### config.mk
export PLATFORM = sky130hd
export DESIGN_NAME = stream_launch_advance
export DESIGN_NICKNAME = d
export VERILOG_FILES = /design/src/rtl/sla_pkg.sv /design/src/rtl/sla_reg_bank.sv /design/src/rtl/sla_ref_taps.sv /design/src/rtl/sla_stream_tx.sv /design/src/rtl/stream_launch_advance.sv
export SDC_FILE = /design/constraint.sdc
export NUM_CORES = 1
export LEC_CHECK = 0
export ABC_AREA = 1
export BUFFER_PORTS_ARGS = -buffer_cell sky130_fd_sc_hd__clkbuf_2
export CORE_AREA = 4 4 125 127
export CTS_BUF_LIST = sky130_fd_sc_hd__clkbuf_4 sky130_fd_sc_hd__clkbuf_8
export DETAILED_ROUTE_END_ITERATION = 6
export DIE_AREA = 0 0 129 131
export PLACE_DENSITY_LB_ADDON = 0.15
export RECOVER_POWER = 25
export SLEW_MARGIN = 0
export SYNTH_ARGS = -nofsm -noshare
export SYNTH_HDL_FRONTEND = slang
export SYNTH_SLANG_ARGS = --single-unit
### constraint.sdc
create_clock -name clk -period 2 [get_ports clk]
set_input_delay 0.1 -clock clk [delete_from_list [all_inputs] [get_ports clk]]
set_output_delay 0.1 -clock clk [all_outputs]
set_load 0.02 [all_outputs]
### src/rtl/sla_pkg.sv
package sla_pkg;
    localparam int ADV_W   = 2;
    localparam int MAX_ADV = (1 << ADV_W) - 1;
    typedef logic [ADV_W-1:0] adv_t;
endpackage

### src/rtl/sla_reg_bank.sv
module sla_reg_bank
    import sla_pkg::*;
#(
    parameter int          NUM_STREAMS = 8,
    parameter int          ADDR_W      = 8,
    parameter int          DATA_W      = 16,
    parameter logic [7:0]  BASE_ADDR   = 8'h20
) (
    input  logic                                clk,
    input  logic                                rst_n,
    input  logic                                wr_en_i,
    input  logic                                rd_en_i,
    input  logic [ADDR_W-1:0]                   addr_i,
    input  logic [DATA_W-1:0]                   wdata_i,
    input  logic                                boundary_i,
    output logic [DATA_W-1:0]                   rdata_o,
    output logic [NUM_STREAMS-1:0][ADV_W-1:0]   adv_act_o
);
    localparam int IDX_W = (NUM_STREAMS > 1) ? $clog2(NUM_STREAMS) : 1;

    typedef struct packed {
        logic [NUM_STREAMS-1:0][ADV_W-1:0] stored;
        logic [NUM_STREAMS-1:0][ADV_W-1:0] active;
        logic [DATA_W-1:0]                 rdata;
    } bank_t;

    bank_t state_d, state_q;

    logic [ADDR_W-1:0] offset;
    logic              hit;
    logic [IDX_W-1:0]  idx;

    always_comb begin
        offset  = addr_i - ADDR_W'(BASE_ADDR);
        hit     = offset < ADDR_W'(NUM_STREAMS);
        idx     = offset[IDX_W-1:0];
        state_d = state_q;
        // pending values move to the active set only at a frame boundary
        if (boundary_i) begin
            state_d.active = state_q.stored;
        end
        if (rd_en_i) begin
            state_d.rdata = hit ? DATA_W'(state_q.stored[idx]) : '0;
        end
        // truncating cast drops the reserved bits
        if (wr_en_i && hit) begin
            state_d.stored[idx] = adv_t'(wdata_i);
        end
    end

    always_ff @(posedge clk or negedge rst_n) begin
        if (!rst_n) begin
            state_q <= '0;
        end else begin
            state_q <= state_d;
        end
    end

    assign rdata_o   = state_q.rdata;
    assign adv_act_o = state_q.active;
endmodule

### src/rtl/sla_ref_taps.sv
module sla_ref_taps
    import sla_pkg::*;
#(
    parameter int DEPTH = MAX_ADV
) (
    input  logic           clk,
    input  logic           rst_n,
    input  logic           pre_ref_i,
    output logic [DEPTH:0] taps_o,
    output logic           boundary_o
);
    typedef struct packed {
        logic [DEPTH-1:0] dly;
    } taps_st_t;

    taps_st_t state_d, state_q;

    always_comb begin
        state_d = state_q;
        state_d.dly[0] = pre_ref_i;
        for (int k = 1; k < DEPTH; k++) begin
            state_d.dly[k] = state_q.dly[k-1];
        end
    end

    always_ff @(posedge clk or negedge rst_n) begin
        if (!rst_n) begin
            state_q <= '0;
        end else begin
            state_q <= state_d;
        end
    end

    // tap k is the reference delayed by k cycles; the last tap marks the boundary
    assign taps_o     = {state_q.dly, pre_ref_i};
    assign boundary_o = state_q.dly[DEPTH-1];
endmodule

### src/rtl/sla_stream_tx.sv
module sla_stream_tx
    import sla_pkg::*;
#(
    parameter int FRAME_BITS = 8,
    parameter int BIT_CYC    = 4
) (
    input  logic                  clk,
    input  logic                  rst_n,
    input  logic [MAX_ADV:0]      taps_i,
    input  adv_t                  adv_i,
    input  logic [FRAME_BITS-1:0] word_i,
    output logic                  launch_o,
    output logic                  ser_o
);
    localparam int CYC_W = (BIT_CYC > 1) ? $clog2(BIT_CYC) : 1;
    localparam int BIT_W = $clog2(FRAME_BITS + 1);

    typedef struct packed {
        logic [FRAME_BITS-1:0] shreg;
        logic [CYC_W-1:0]      cyc_cnt;
        logic [BIT_W-1:0]      bit_cnt;
        logic                  busy;
    } tx_t;

    tx_t  state_d, state_q;
    tx_t  cur;
    adv_t tap_sel;
    logic launch;

    always_comb begin
        tap_sel = adv_t'(MAX_ADV) - adv_i;
        launch  = taps_i[tap_sel];
        // the launch cycle is already the first cycle of bit 0
        if (launch) begin
            cur.shreg   = word_i;
            cur.cyc_cnt = '0;
            cur.bit_cnt = '0;
            cur.busy    = 1'b1;
        end else begin
            cur = state_q;
        end
        state_d = cur;
        if (cur.busy) begin
            if (cur.cyc_cnt == CYC_W'(BIT_CYC - 1)) begin
                state_d.cyc_cnt = '0;
                state_d.shreg   = cur.shreg << 1;
                state_d.bit_cnt = cur.bit_cnt + 1'b1;
                if (cur.bit_cnt == BIT_W'(FRAME_BITS - 1)) begin
                    state_d.busy = 1'b0;
                end
            end else begin
                state_d.cyc_cnt = cur.cyc_cnt + 1'b1;
            end
        end
    end

    always_ff @(posedge clk or negedge rst_n) begin
        if (!rst_n) begin
            state_q <= '0;
        end else begin
            state_q <= state_d;
        end
    end

    assign launch_o = launch;
    assign ser_o    = cur.busy & cur.shreg[FRAME_BITS-1];
endmodule

### src/rtl/stream_launch_advance.sv
module stream_launch_advance
    import sla_pkg::*;
#(
    parameter int          NUM_STREAMS = 8,
    parameter int          ADDR_W      = 8,
    parameter int          DATA_W      = 16,
    parameter logic [7:0]  BASE_ADDR   = 8'h20,
    parameter int          FRAME_BITS  = 8,
    parameter int          BIT_CYC     = 4
) (
    input  logic                              clk,
    input  logic                              rst_n,
    input  logic                              cfg_wr_en,
    input  logic                              cfg_rd_en,
    input  logic [ADDR_W-1:0]                 cfg_addr,
    input  logic [DATA_W-1:0]                 cfg_wdata,
    output logic [DATA_W-1:0]                 cfg_rdata,
    input  logic                              pre_ref_i,
    input  logic [NUM_STREAMS*FRAME_BITS-1:0] stream_word_i,
    output logic [NUM_STREAMS-1:0]            launch_o,
    output logic [NUM_STREAMS-1:0]            ser_o
);
    logic [NUM_STREAMS-1:0][ADV_W-1:0] adv_act;
    logic [MAX_ADV:0]                  taps;
    logic                              boundary;

    sla_ref_taps #(.DEPTH(MAX_ADV)) u_taps (
        .clk        (clk),
        .rst_n      (rst_n),
        .pre_ref_i  (pre_ref_i),
        .taps_o     (taps),
        .boundary_o (boundary)
    );

    sla_reg_bank #(
        .NUM_STREAMS (NUM_STREAMS),
        .ADDR_W      (ADDR_W),
        .DATA_W      (DATA_W),
        .BASE_ADDR   (BASE_ADDR)
    ) u_bank (
        .clk        (clk),
        .rst_n      (rst_n),
        .wr_en_i    (cfg_wr_en),
        .rd_en_i    (cfg_rd_en),
        .addr_i     (cfg_addr),
        .wdata_i    (cfg_wdata),
        .boundary_i (boundary),
        .rdata_o    (cfg_rdata),
        .adv_act_o  (adv_act)
    );

    for (genvar n = 0; n < NUM_STREAMS; n++) begin : g_stream
        sla_stream_tx #(
            .FRAME_BITS (FRAME_BITS),
            .BIT_CYC    (BIT_CYC)
        ) u_tx (
            .clk      (clk),
            .rst_n    (rst_n),
            .taps_i   (taps),
            .adv_i    (adv_act[n]),
            .word_i   (stream_word_i[n*FRAME_BITS +: FRAME_BITS]),
            .launch_o (launch_o[n]),
            .ser_o    (ser_o[n])
        );
    end
endmodule

# Yosys cells after proc, flatten, opt, wreduce, memory -nomap -nowiden
# Index checks and enable logic that the tools add are counted.
# W data, S select, Z words.
# word_totals
reg_bits	171
# op_classes
addsub	25
magnitude_cmp	11
eq_ne	16
n_mux	70
n_bitwise	8
n_reduce_logical	2
# ops
cell	count
$mux W15	16
$mux W8	8
$mux W5	8
$add A4 B1 Y4 const B	8
$eq A4 B3 Y1 const B	8
$lt A2 B3 Y1 const B	8
$mux W2	11
$add A2 B1 Y2 const B	8
$bmux W1 S2	8
$bwmux W16	1
$eq A2 B2 Y1 const B	8
$mux W1	16
$sub A2 B2 Y2 const A	8
$and A1 B1 Y1	8
$lt A8 B4 Y1 const B	1
$sub A8 B6 Y8 const B	1
$bmux W2 S3	1
$demux W2 S3	1
$lt A3 B4 Y1 const B	1
$ge A3 B1 Y1 const B	1
$logic_and A1 B1 Y1	2

# Longest topological paths before layout
# Gate-level depths: netlist (run 1).
# logic_depth
word_depth	8
mapped_depth	14
mapped_depth_nobuf	13

# Cells and area by module
# A second synthesis (run 1) with hierarchy kept.
# hier_totals
cells_unflattened	1146
hier_area_um2	8841.0
# modules_own_cells
module	n_inst	cells_each	area_per_inst_um2
sla_stream_tx	8	114	845.8
sla_reg_bank	1	229	1984.4
sla_ref_taps	1	5	90.1

# Worst setup path after synthesis (run 1)
# Ideal clock, no wire load.
# synth_timing
path_type	reg2reg
from	register u_taps.state_q[1] (netlist name)
to	register g_stream[7].u_tx.state_q[4] (netlist name)
arrival_time_ns	1.763
setup_slack_ns	0.114
path_stages_with_launch	14
period_less_slack_ns	1.886
cell_sequence	dfrtp_1 -> buf_6 -> o21ai_2 -> nand2_2 -> nand2_4 -> buf_4 -> nand2_1 -> inv_1 -> ha_1 -> inv_1 -> nor3_1 -> nand3_1 -> o21ai_0 -> a21oi_1
# synth_lines
item	line	source
start, declared	sla_ref_taps.sv:16	taps_st_t state_d, state_q;
start signal, assigned	sla_ref_taps.sv:30	state_q <= state_d;
end signal, assigned	sla_stream_tx.sv:61	state_q <= state_d;
end, declared	sla_stream_tx.sv:25	tx_t state_d, state_q;

# Worst setup path after layout (run 1)
# layout_timing
from	register u_taps.state_q[1] (netlist name)
to	output ser_o[1]
# layout_via
elab_chain_len	4
# layout_rtl
item	line	source
$bmux W1 S2	sla_stream_tx.sv:32	launch = taps_i[tap_sel];
$mux W1 (implied by the code)	sla_stream_tx.sv:32	
$mux W15	sla_stream_tx.sv:34	if (launch) begin
$and A1 B1 Y1	sla_stream_tx.sv:66	assign ser_o = cur.busy & cur.shreg[FRAME_BITS-1];
end, declared	stream_launch_advance.sv:21	output logic [NUM_STREAMS-1:0] ser_o
# Every way passes these cells. The select of a mux whose other input is x is not followed.

==> results.md, run 1 <==
* # diodes at 0
* Tcrit/Tclk final at 97.6%
* Switch Pwr at 2.30 mW
* P_int at 6.05 mW
* Via count at 7,370
* Syn Inst Count at 1,126
* Flops & latches, synth at 157
* First DRT Iteration DRCs at 468
* # fillers at around 1,100
* CP Max Fanout at 9
* Vias in the first global route at 7,032
* Pleak at between 5 and 6 nW
* Fin nets at 1,427
* Power share of the clock group at 34.7%
* Yosys cell types at 29
* Startpoint types: flip-flop
* Worst-margin pin slew at approximately 1200 ps
* Primary FF master, synth: dfrtp_1
* Outcome: complete, no violations
* Number of clock sinks at 157
* Residual DRC at 0
* Syn Std Cell Area at between 8000 and 9000 um2
* Port-buffer cells at 96
* Final Core Density at 73.9%
* # rows at 44
* Switching Share at between 20 and 30%
* First-pass GRT wire length at 30,100 um
* Final instance area at 10,700 um2
* Share of layout cells above drive strength 1 at 20.8%
* Setup-failing EPs final at 0
* Worst hold margin at roughly 46 ps
* Post-DP HPWL at 11,300 um
* Cts bufs inserted at 17
* Longest Clk Path Bufs at 2
* H-tree levels at 4
* ANT nets after route at 0
* Io pins at 125
* Area grow syn2layout at 24.0%
* Final worst slack at 48.0 ps
* Average wire per standard cell at 11.9 um
* Final Skew at slightly above 7 ps
* Synth top area cells: dfrtp_1 (46%), nand2_1 (24%), inv_1 (4.4%), buf_6 (3.3%), buf_4 (2.9%)
* Sequential Power Share at 44.2%
* GRT Overall Usage at 21.7%
* Final Max Tran Viols at 0
* Worst EP required at 1900 ps
* Minimum clock period at 1950 ps
* Asr flop ratio synth at 100%
* Final Hold Viols at 0
* Total core area at 14,400 um2
* Chip width at 129 um
* Initial DRT Pass Iterations at 6
* Top cell type's share of synthesized area at 45.7%
* Worst hold path type: primary input to flip-flop
* Die Y at between 100 and 150 um
* Starting density of the core at around three fifths
* Die Area at 16,900 um2
* Largest net degree at the start of global routing at 62
* Initial antenna violation count at 0
* Max cap viols at 0
* Sequential area share after synthesis at 45.7%
* Area post-placement at 9010 um2
* P per Cell Area at 783 nW/um2
* Worst setup EP type: primary output
* Synth warnings at 0
* Area leader, netlist: dfrtp_1
* Place WS at about 110 ps
* WL final at about 18,000 um
* Worst slew margin at between 10% and 20%
* Grt ovf at 0
* CTS root buf: clkbuf_8
* Crit Path Class: flip-flop to primary output
* Worst-path clk slew at roughly 80 ps
* Post-synth top cells: nand2_1 (550), dfrtp_1 (157), inv_1 (101)
* Maximum operating frequency at ~500 MHz
* Vias/cell at 4.87
* Crit path arrival time at 1850 ps
* Share of total power in combinational logic at 21.1%
* Clk_lat worst skew at 440 ps
* CTS tree: done
* Final GP Congestion at 0.813
* RSZ-0062 raised after global routing: true
* EDFF count, synth at 0
* Max rail drop VDD at 0.512 mV
* Top-count cell post-synth: nand2_1
* Synthesized area per cell at roughly 7.6 um2
layout by cell type, fill, tap and decap left out, types with 7 or more instances in the layout:
| cell | synthesis | layout |
|---|---|---|
| nand2_1 | 550 | 545 |
| dfrtp_1 | 157 | 155 |
| inv_1 | 101 | 99 |
| clkbuf_2 | 0 | 88 |
| dlygate4sd3_1 | 0 | 69 |
| buf_4 | 33 | 43 |
| nor2_1 | 41 | 41 |
| o21ai_0 | 41 | 41 |
| nand3_1 | 23 | 23 |
| clkbuf_8 | 0 | 21 |
| nand2_4 | 17 | 20 |
| nand2_2 | 16 | 18 |
| nand3_2 | 15 | 15 |
| ha_1 | 17 | 15 |
| conb_1 | 1 | 14 |
| buf_6 | 25 | 13 |
| o21ai_1 | 12 | 12 |
| nand4_1 | 11 | 11 |
| a21oi_1 | 9 | 9 |
| xor2_1 | 8 | 8 |
| inv_2 | 13 | 8 |
| a21boi_2 | 0 | 7 |
| o21bai_1 | 7 | 7 |
metrics by stage:
step / std cells / setup TNS [ps] / power (mW)
after floorplan: 1139 / 0 / 4.91
after global placement: 1380 / 0 / 5.17
after detailed placement: 1380 / 0 / 5.21
after CTS: 1485 / -42.4 / 8.24
after global routing: 1514 / -239 / 8.81
final: 1514 / 0 / 8.34
sequential cells by signal (all words and copies together) (netlist names):
name,count
g_stream.u_tx.state_q,120
u_bank.adv_act_o,16
u_bank.rdata_o,2
u_bank.state_q,16
u_taps.state_q,3
layer usage:
layer / track usage [%] / vias to the layer above / wire, um
met5: 0 / - / 0
met4: 7.04 / 0 / 316
met3: 3.66 / 30 / 566
met2: 39.7 / 147 / 9360
met1: 26.2 / 3425 / 7810
li1: - / 3768 / -
layout make-up:
type / instances / area, um2 / share of cell area [%]
sequential: 157 / 3930 / 36.9
multi-input combinational: 804 / 3790 / 35.6
timing repair buffer: 222 / 1740 / 16.3
inverter: 115 / 453 / 4.25
clock buffer: 22 / 297 / 2.78
tap: 184 / 230 / 2.16
clock inverter: 10 / 208 / 1.95
cells by family after synthesis:
logic type	after synthesis	share of synthesized area, %
and+or+nand+nor	685	34.3
buffers and inverters	178	11.4
DFF	157	45.7
AOI/OAI and AO/OA	80	5.20
adders and majority gates	17	2.48
xor gates and xnor gates	8	0.816
other	1	0.0436
timing repair:
item                                   4_1_cts  5_1_grt
setup endpoints to repair                    8       34
buffers inserted                             4       29
endpoints found under the hold margin      194        0
cloned                                       2        0
hold buffers                                69        0
pin swaps                                    0        9
resized for setup                           17       54
final timing paths:
| kind | from | end | slack [ps] | depth (start not counted) |
|---|---|---|---|---|
| min | cfg_wr_en | u_bank.state_q[47]$_DFFE_PN0P_ | 50 | 3 |
| min in group asynchronous | rst_n | g_stream[4].u_tx.state_q[1]$_DFF_PN0_ | 440 | 2 |
| max in group asynchronous | rst_n | g_stream[0].u_tx.state_q[7]$_DFF_PN0_ | 630 | 3 |
| min reg2reg | g_stream[7].u_tx.state_q[0]$_DFF_PN0_ | g_stream[7].u_tx.state_q[5]$_DFF_PN0_ | 490 | 1 |
| max | u_taps.state_q[1]$_DFF_PN0_ | ser_o[1] | 50 | 8 |
| max reg2reg | u_taps.state_q[1]$_DFF_PN0_ | g_stream[2].u_tx.state_q[3]$_DFF_PN0_ | 100 | 11 |
power by group through the flow:
stage / clock network, mW / registers, mW / logic (mW)
4_1_cts: 2.95 / 3.69 / 1.60
5_1_grt: 3.08 / 3.72 / 2.01
2_1_floorplan: 0 / 3.71 / 1.20
6_report: 2.89 / 3.69 / 1.76
3_5_place_dp: 0 / 3.75 / 1.46
3_3_place_gp: 0 / 3.74 / 1.43
worst max-delay path, cell delays in order (launching register included):
cell	delay (ps)
dfrtp_2	420
buf_4	150
nand2_1	70
nand3_2	100
nand2_4	130
buf_6	150
nand2_1	80
a21boi_2	150
buf_4	150
Power figures use the tool's default switching activity.
==> run 2: changes to the inputs <==
Settings changed: ABC_AREA 1 to 0, CORE_AREA 4 4 125 127 to 4 4 124 126, DIE_AREA 0 0 129 131 to 0 0 128 130, PLACE_DENSITY set to 0.82, PLACE_DENSITY_LB_ADDON 0.15 to unset.
==> results.md, run 2 <==
* R2R Setup Slk at -240 ps (-340 ps)
* Worst hold path type: primary input to flip-flop
* Startpoint types: flip-flop
* Syn Inst Count at 747 (-34%)
* Average wire per standard cell at 21.4 um (+79%)
* EDFF count, synth at 0 (unchanged)
* Port-buffer cells at 96 (unchanged)
* GRT Overall Usage at 26.0% (+4.3 points)
* Synth top area cells: dfrtp_1 (46%), mux2i_1 (17%), mux2_2 (6.4%), buf_4 (3.5%), nand3_1 (2.8%)
* Post-synth top cells: dfrtp_1 (157), mux2i_1 (143), nand2_1 (54)
* Syn Std Cell Area at 8460 um2 (-1.5%)
* P per Cell Area at 716 nW/um2 (-8.6%)
* Share of layout cells above drive strength 1 at 43.5% (+23 points)
* Mux cell area share after synthesis at 25.5% (+25 points)
* First DRT Iteration DRCs at 586 (+25%)
* CP Max Fanout at 8 (-1)
* Flops & latches, synth at 157 (unchanged)
* Die Area at 16,600 um2 (-1.5%)
* Synthesized-area fraction occupied by adder cells at 2.51% (+0.039 points)
* Clk_lat worst skew at 470 ps (+30 ps)
* H-tree levels at 4 (unchanged)
* Maximum operating frequency at 447 MHz (-13%)
* Sequential area share after synthesis at 46.4% (+0.72 points)
* Vias/cell at 6.07 (+25%)
* Worst-margin pin slew at 1480 ps (+264 ps)
* Crit Path Class: flip-flop to flip-flop
* Worst-path clk slew at 90 ps (about the same)
* Most frequent cells in the layout: dfrtp_1 (154), mux2i_1 (126), clkbuf_2 (79), buf_4 (73), dlygate4sd3_1 (67)
* Minimum clock period at 2240 ps (+288 ps)
* Vias in the first global route at 7,092 (+0.85%)
* Worst EP required at 2380 ps (+480 ps)
* Simple-Gate Fraction of Synth Area at 11.9% (-22 points)
* Initial antenna violation count at 0 (unchanged)
* XOR/XNOR Fraction of Synth Area at 1.97% (+1.2 points)
* Number of clock sinks at 157 (unchanged)
* Total core area at 14,300 um2 (-0.76%)
* Synthesized area per cell at 11.3 um2 (+48%)
* Final worst slack at -240 ps (-288 ps)
* Most common cell after layout, fill and taps aside: dfrtp_1
* CTS tree: done
* Tcrit/Tclk final at 112% (+14 points)
* Asr flop ratio synth at 100% (unchanged)
* Die Y at 130 um (-0.76%)
* Final GP Congestion at 0.811 (-0.22%)
* Max cap viols at 0 (unchanged)
* # diodes at 0 (unchanged)
* R2R depth at 7 (-4)
* Max rail drop VDD at 0.641 mV (+25%)
* Io pins at 125 (unchanged)
* # rows at 44 (unchanged)
* Most flops, register: g_stream.u_tx.state_q
* Chip width at 128 um (-0.78%)
* Hold-critical path depth at 2 (-1)
* WL final at 25,600 um (+42%)
* Outcome: finished with violations
* Top cell type's share of synthesized area at 46.4% (+0.72 points)
* Grt ovf at 0 (unchanged)
* Final Core Density at 85.2% (+11 points)
* Main combinational cell family by area after synthesis: multiplexers
* Largest net degree at the start of global routing at 56 (-9.7%)
* RSZ-0062 raised after global routing: true
* Fin nets at 1,113 (-22%)
* Cts bufs inserted at 17 (unchanged)
* Area leader, netlist: dfrtp_1
* Synth warnings at 0 (unchanged)
* Initial DRT Pass Iterations at 7 (+1)
* Worst setup EP type: flip-flop
* Worst slew margin at 1.22% (-18 points)
* Final Skew at 17.2 ps (+9.94 ps)
* Via count at 7,276 (-1.3%)
* Post-synthesis compound-gate area fraction at 5.24% (+0.037 points)
* Crit path arrival time at 2620 ps (+770 ps)
* Setup-failing EPs final at 82 (+82)
* CTS root buf: clkbuf_8
* Final Max Tran Viols at 0 (unchanged)
* Failing checks: DRC, setup timing
* Residual DRC at 2 (+2)
* Yosys cell types at 47 (+62%)
* Longest Clk Path Bufs at 2 (unchanged)
* First-pass GRT wire length at 34,600 um (+15%)
* Final Hold Viols at 0 (unchanged)
* Top-count cell post-synth: dfrtp_1
* Area grow syn2layout at 44.2%
* ANT nets after route at 0 (unchanged)
* Pleak at 5.99 nW (+0.39%)
* Post-DP HPWL at 12,200 um (+7.7%)
* Starting density of the core at 59.1% (-0.47 points)
* Primary FF master, synth: dfrtp_1
* Max FFs per register at 120 (unchanged)
* Place WS at -164 ps (-273 ps)
==> run 2: changes by cell type in the layout (fill, tap and decap cells not counted), sizes merged, moves of 7 or more <==
cell,change
nor2b,+35
o21ai,-23
inv,-102
xnor2,+17
buf,+71
nor2,-29
o21bai,-7
mux2,+58
mux2i,+143
o211ai,+7
nand3,+10
a22oi,+7
nand2,-529
a31oi,+8
==> run 2: metal layers <==
| layer | GRT usage (%) | up-vias | wire, um | share of wire, % |
|---|---|---|---|---|
| li1 | - | 3141 | - | - |
| met5 | 0 | - | 0 | 0 |
| met3 | 4.18 | 129 | 1320 | 5.2 |
| met4 | 11.6 | 0 | 1200 | 4.7 |
| met1 | 30.3 | 3645 | 9490 | 37 |
| met2 | 47.4 | 361 | 13600 | 53 |
==> run 2: cell families (layout without fill, tap and decap cells) <==
group | Yosys count | after routing
muxes | 204 | 204
AOI/OAI and AO/OA | 73 | 74
buffers and inverters | 82 | 335
other | 1 | 14
adders and majority gates | 17 | 17
DFF | 157 | 157
xor gates and xnor gates | 19 | 19
and+or+nand+nor | 194 | 194
==> run 2: final cells by class <==
class | count | area, um2
clock buffers | 22 | 278
inverters | 11 | 66.3
clock inverters | 8 | 118
multi-input cells | 522 | 4900
well taps | 184 | 230
fillers | 629 | 2120
repair buffers | 294 | 2670
flip-flops and latches | 157 | 3930
==> run 2: critical path: stages (launching register included) <==
cell     delay (ps)
dfrtp_2         500
mux4_2          540
buf_6           160
nor2b_1         150
ha_2            240
o21ai_2         130
buf_6           180
mux2i_2         230
==> run 2: through the flow <==
| stage | power, mW | hold slack (ps) | setup TNS [ps] | instance area, um2 | cells |
|---|---|---|---|---|---|
| 3_3_place_gp | 5.28 | 91.4 | -902 | 9470 | 1041 |
| 6_report | 8.73 | 28.5 | -6460 | 12200 | 1198 |
| 2_1_floorplan | 4.89 | -196 | -2300 | 8600 | 760 |
| 5_1_grt | 9.08 | 16.0 | -12540 | 12200 | 1198 |
| 4_1_cts | 8.18 | 1.87 | -1050 | 11200 | 1178 |
| 3_5_place_dp | 5.41 | 101 | -5690 | 9470 | 1041 |
==> run 2: repair_timing <==
item / in CTS / in global routing
hold buffers: 67 / 0
setup buffers: 39 / 17
endpoints found under the setup margin: 96 / 113
hold endpoints to repair: 118 / 0
resized for setup: 106 / 175
cloned: 2 / 4
pin swaps: 22 / 40
==> run 2: path summary, 6_finish.rpt <==
kind	start	endpoint
max	u_taps.state_q[0]$_DFF_PN0_	g_stream[5].u_tx.state_q[12]$_DFF_PN0_
min	cfg_wdata[0]	u_bank.state_q[36]$_DFFE_PN0P_
max reg2reg	u_taps.state_q[0]$_DFF_PN0_	g_stream[5].u_tx.state_q[12]$_DFF_PN0_
min reg2reg	g_stream[5].u_tx.state_q[6]$_DFF_PN0_	g_stream[5].u_tx.state_q[6]$_DFF_PN0_
max in group asynchronous	rst_n	g_stream[4].u_tx.state_q[13]$_DFF_PN0_
min in group asynchronous	rst_n	g_stream[0].u_tx.state_q[14]$_DFF_PN0_
==> run 2: report_power, final <==
group          internal, mW  switching (mW)
sequential             3.55           0.281
clock                  1.30            1.21
combinational          1.27            1.11
==> run 3: changes to the inputs <==
Settings changed: CTS_BUF_LIST sky130_fd_sc_hd__clkbuf_4 sky130_fd_sc_hd__clkbuf_8 to sky130_fd_sc_hd__clkbuf_8.
==> results.md, run 3 (synthesis gave the netlist of run 2 again) <==
* Outcome: finished with violations
* Failing checks: setup timing
* Final Skew at 15.8 ps (-1.45 ps)
* Final instance area at 12,500 um2 (+2.2%)
* Worst hold path type: primary input to flip-flop
* Final worst slack at -292 ps (-52.3 ps)
* Setup-failing EPs final at 93 (+13%)
* CTS root buf: clkbuf_8
* Fin nets at 1,122 (+0.81%)
* Place WS at -164 ps (unchanged)
* Die Area at 16,600 um2 (unchanged)
* Switch Pwr at 2.67 mW (+2.5%)
* Max cap viols at 0 (unchanged)
* Initial antenna violation count at 0 (unchanged)
* Final Core Density at 87.1% (+1.9 points)
* P_int at 6.11 mW (-0.31%)
* Crit path arrival time at 2640 ps (+20 ps)
* ANT nets after route at 0 (unchanged)
* Power Total at 8.78 mW (+0.54%)
* Max FFs per register at 120 (unchanged)
* Setup crit end: g_stream[2].u_tx.state_q[14]$_DFF_PN0_
* Longest Clk Path Bufs at 2 (unchanged)
* First-pass GRT wire length at 34,600 um (about the same)
* # rows at 44 (unchanged)
* Chip width at 128 um (unchanged)
* Worst EP required at 2350 ps (-30 ps)
* Clk_lat worst skew at 470 ps (about the same)
* Final Max Tran Viols at 0 (unchanged)
* Final Hold Viols at 0 (unchanged)
* Via count at 7,421 (+2.0%)
* H-tree levels at 4 (unchanged)
* Largest net degree at the start of global routing at 56 (unchanged)
* Worst slew margin at 63.7% (+62 points)
* Final GP Congestion at 0.811 (unchanged)
* R2R Path End: g_stream[2].u_tx.state_q[14]$_DFF_PN0_
* Reg2reg start: u_taps.state_q[1]$_DFF_PN0_
* Setup crit start: u_taps.state_q[1]$_DFF_PN0_
* Max rail drop VDD at 1.02 mV (+60%)
* Vias in the first global route at 7,052 (-0.56%)
* Port-buffer cells at 96 (unchanged)
* Switching Share at 30.4% (+0.60 points)
* P per Cell Area at 704 nW/um2 (-1.7%)
* Io pins at 125 (unchanged)
* CTS tree: done
* Total core area at 14,300 um2 (unchanged)
* WL final at 27,000 um (+5.6%)
* Die Y at 130 um (unchanged)
* Tcrit/Tclk final at 115% (+2.6 points)
* Most flops, register: g_stream.u_tx.state_q
* Initial DRT Pass Iterations at 5 (-2)
* # diodes at 0 (unchanged)
* Worst-margin pin slew at 545 ps (-937 ps)
* Share of total power in combinational logic at 28.4% (+1.1 points)
* CP cell instances: buf_6 -> mux2i_1 -> mux2_4 -> inv_4 -> nor2b_1 -> ha_2 -> o21ai_4 -> buf_12 -> clkbuf_16 -> mux2i_1 -> mux2i_1
* Sequential Power Share at 43.9% (about the same)
* GRT Overall Usage at 26.1% (+0.042 points)
* R2R depth at 11 (+4)
* Post-DP HPWL at 12,200 um (unchanged)
* Minimum clock period at 2290 ps (+52.3 ps)
* Starting density of the core at 59.1% (unchanged)
* Area grow syn2layout at 47.4%
* Vias/cell at 6.15 (+1.2%)
* Startpoint types: flip-flop
* Most frequent cells in the layout: dfrtp_1 (154), mux2i_1 (128), clkbuf_2 (79), buf_4 (69), dlygate4sd3_1 (67)
* Share of layout cells above drive strength 1 at 45.4% (+1.9 points)
* Average wire per standard cell at 22.4 um (+4.8%)
* Power share of the clock group at 27.8% (-1.0 points)
* Grt ovf at 0 (unchanged)
* Crit Path Class: flip-flop to flip-flop
* Area post-placement at 9470 um2 (unchanged)
* CP Max Fanout at 4 (-4)
* Pleak at 6.13 nW (+2.3%)
* First DRT Iteration DRCs at 558 (-4.8%)
* Worst setup EP type: flip-flop
* Crit-path max cell delay at 450 ps (-90 ps)
* R2R Setup Slk at -290 ps (-50 ps)
* Slowest stage cell, crit path: dfrtp_2
* Number of clock sinks at 157 (unchanged)
* Maximum operating frequency at 436 MHz (-2.3%)
* Residual DRC at 0 (-2)
* Most common cell after layout, fill and taps aside: dfrtp_1
* RSZ-0062 raised after global routing: true
* CP dominant cell by count: mux2i_1
* Worst-path clk slew at 90 ps (about the same)
* Cts bufs inserted at 17 (unchanged)
==> run 3: cell types whose count changed in the layout (fill, tap and decap cells not counted), sizes merged <==
cell and change:
clkbuf -5, inv +4, buf +10
==> run 3: cell type report <==
type	instances	area [um2]
Tap cell	184	230
Clock buffer	18	248
Fill cell	570	1840
Multi-Input combinational cell	522	5020
Clock inverter	12	133
Sequential cell	157	3930
Timing Repair Buffer	303	2850
Inverter	11	66.3
==> run 3: layer usage <==
metal	vias to the layer above	part of all wire, %	track usage, %
met4	0	5.0	11.5
met5	-	0	0
li1	3163	-	-
met3	130	6.0	4.50
met1	3706	37	30.9
met2	422	52	46.8
==> run 3: power groups by stage <==
stage                     Combinational [mW]  Clock, mW  Sequential (mW)
after CTS                               1.94       2.39             3.77
after detailed placement                1.57          0             3.83
final                                   2.49       2.44             3.85
after global routing                    2.65       2.57             3.88
after global placement                  1.48          0             3.80
after floorplan                         1.14          0             3.76
==> run 3: stage by stage <==
step	std cells	TNS (ps)	hold WS [ps]
CTS	1178	-1110	1.87
floorplan	760	-2300	-196
global placement	1041	-902	91.4
finish	1207	-8880	26.2
detailed placement	1041	-5690	101
global route	1207	-16790	15.3
==> run 3: worst min path at each step <==
stage          cells past startpoint                                     end          from  slack, ps
3_3_place_gp                       1  g_stream[0].u_tx.state_q[14]$_DFF_PN0_         rst_n         90
6_report                           2          u_bank.state_q[40]$_DFFE_PN0P_  cfg_wdata[0]         30
4_1_cts                            2          u_bank.state_q[40]$_DFFE_PN0P_  cfg_wdata[0]          2
3_5_place_dp                       1  g_stream[0].u_tx.state_q[14]$_DFF_PN0_         rst_n        100
2_1_floorplan                      0   g_stream[0].u_tx.state_q[0]$_DFF_PN0_         rst_n       -200
5_1_grt                            2          u_bank.state_q[44]$_DFFE_PN0P_  cfg_wdata[0]         20
==> run 3: critical path, delay by kind of cell, from the launching register on <==
| family | cells | cell delay, ps |
|---|---|---|
| buffers and inverters | 4 | 490 |
| AND/OR/NAND/NOR | 1 | 170 |
| AO/OA/AOI/OAI | 1 | 110 |
| adder cells (fa/ha/maj) | 1 | 260 |
| flip-flops | 1 | 450 |
| multiplexers | 4 | 700 |
==> run 3: repair_timing <==
action | 4_1_cts | 5_1_grt
pin swaps | 21 | 52
setup buffers | 39 | 25
gates cloned | 2 | 6
endpoints found under the setup margin | 96 | 115
hold endpoints to repair | 118 | 0
gates resized for setup | 102 | 220
hold buffers | 67 | 0
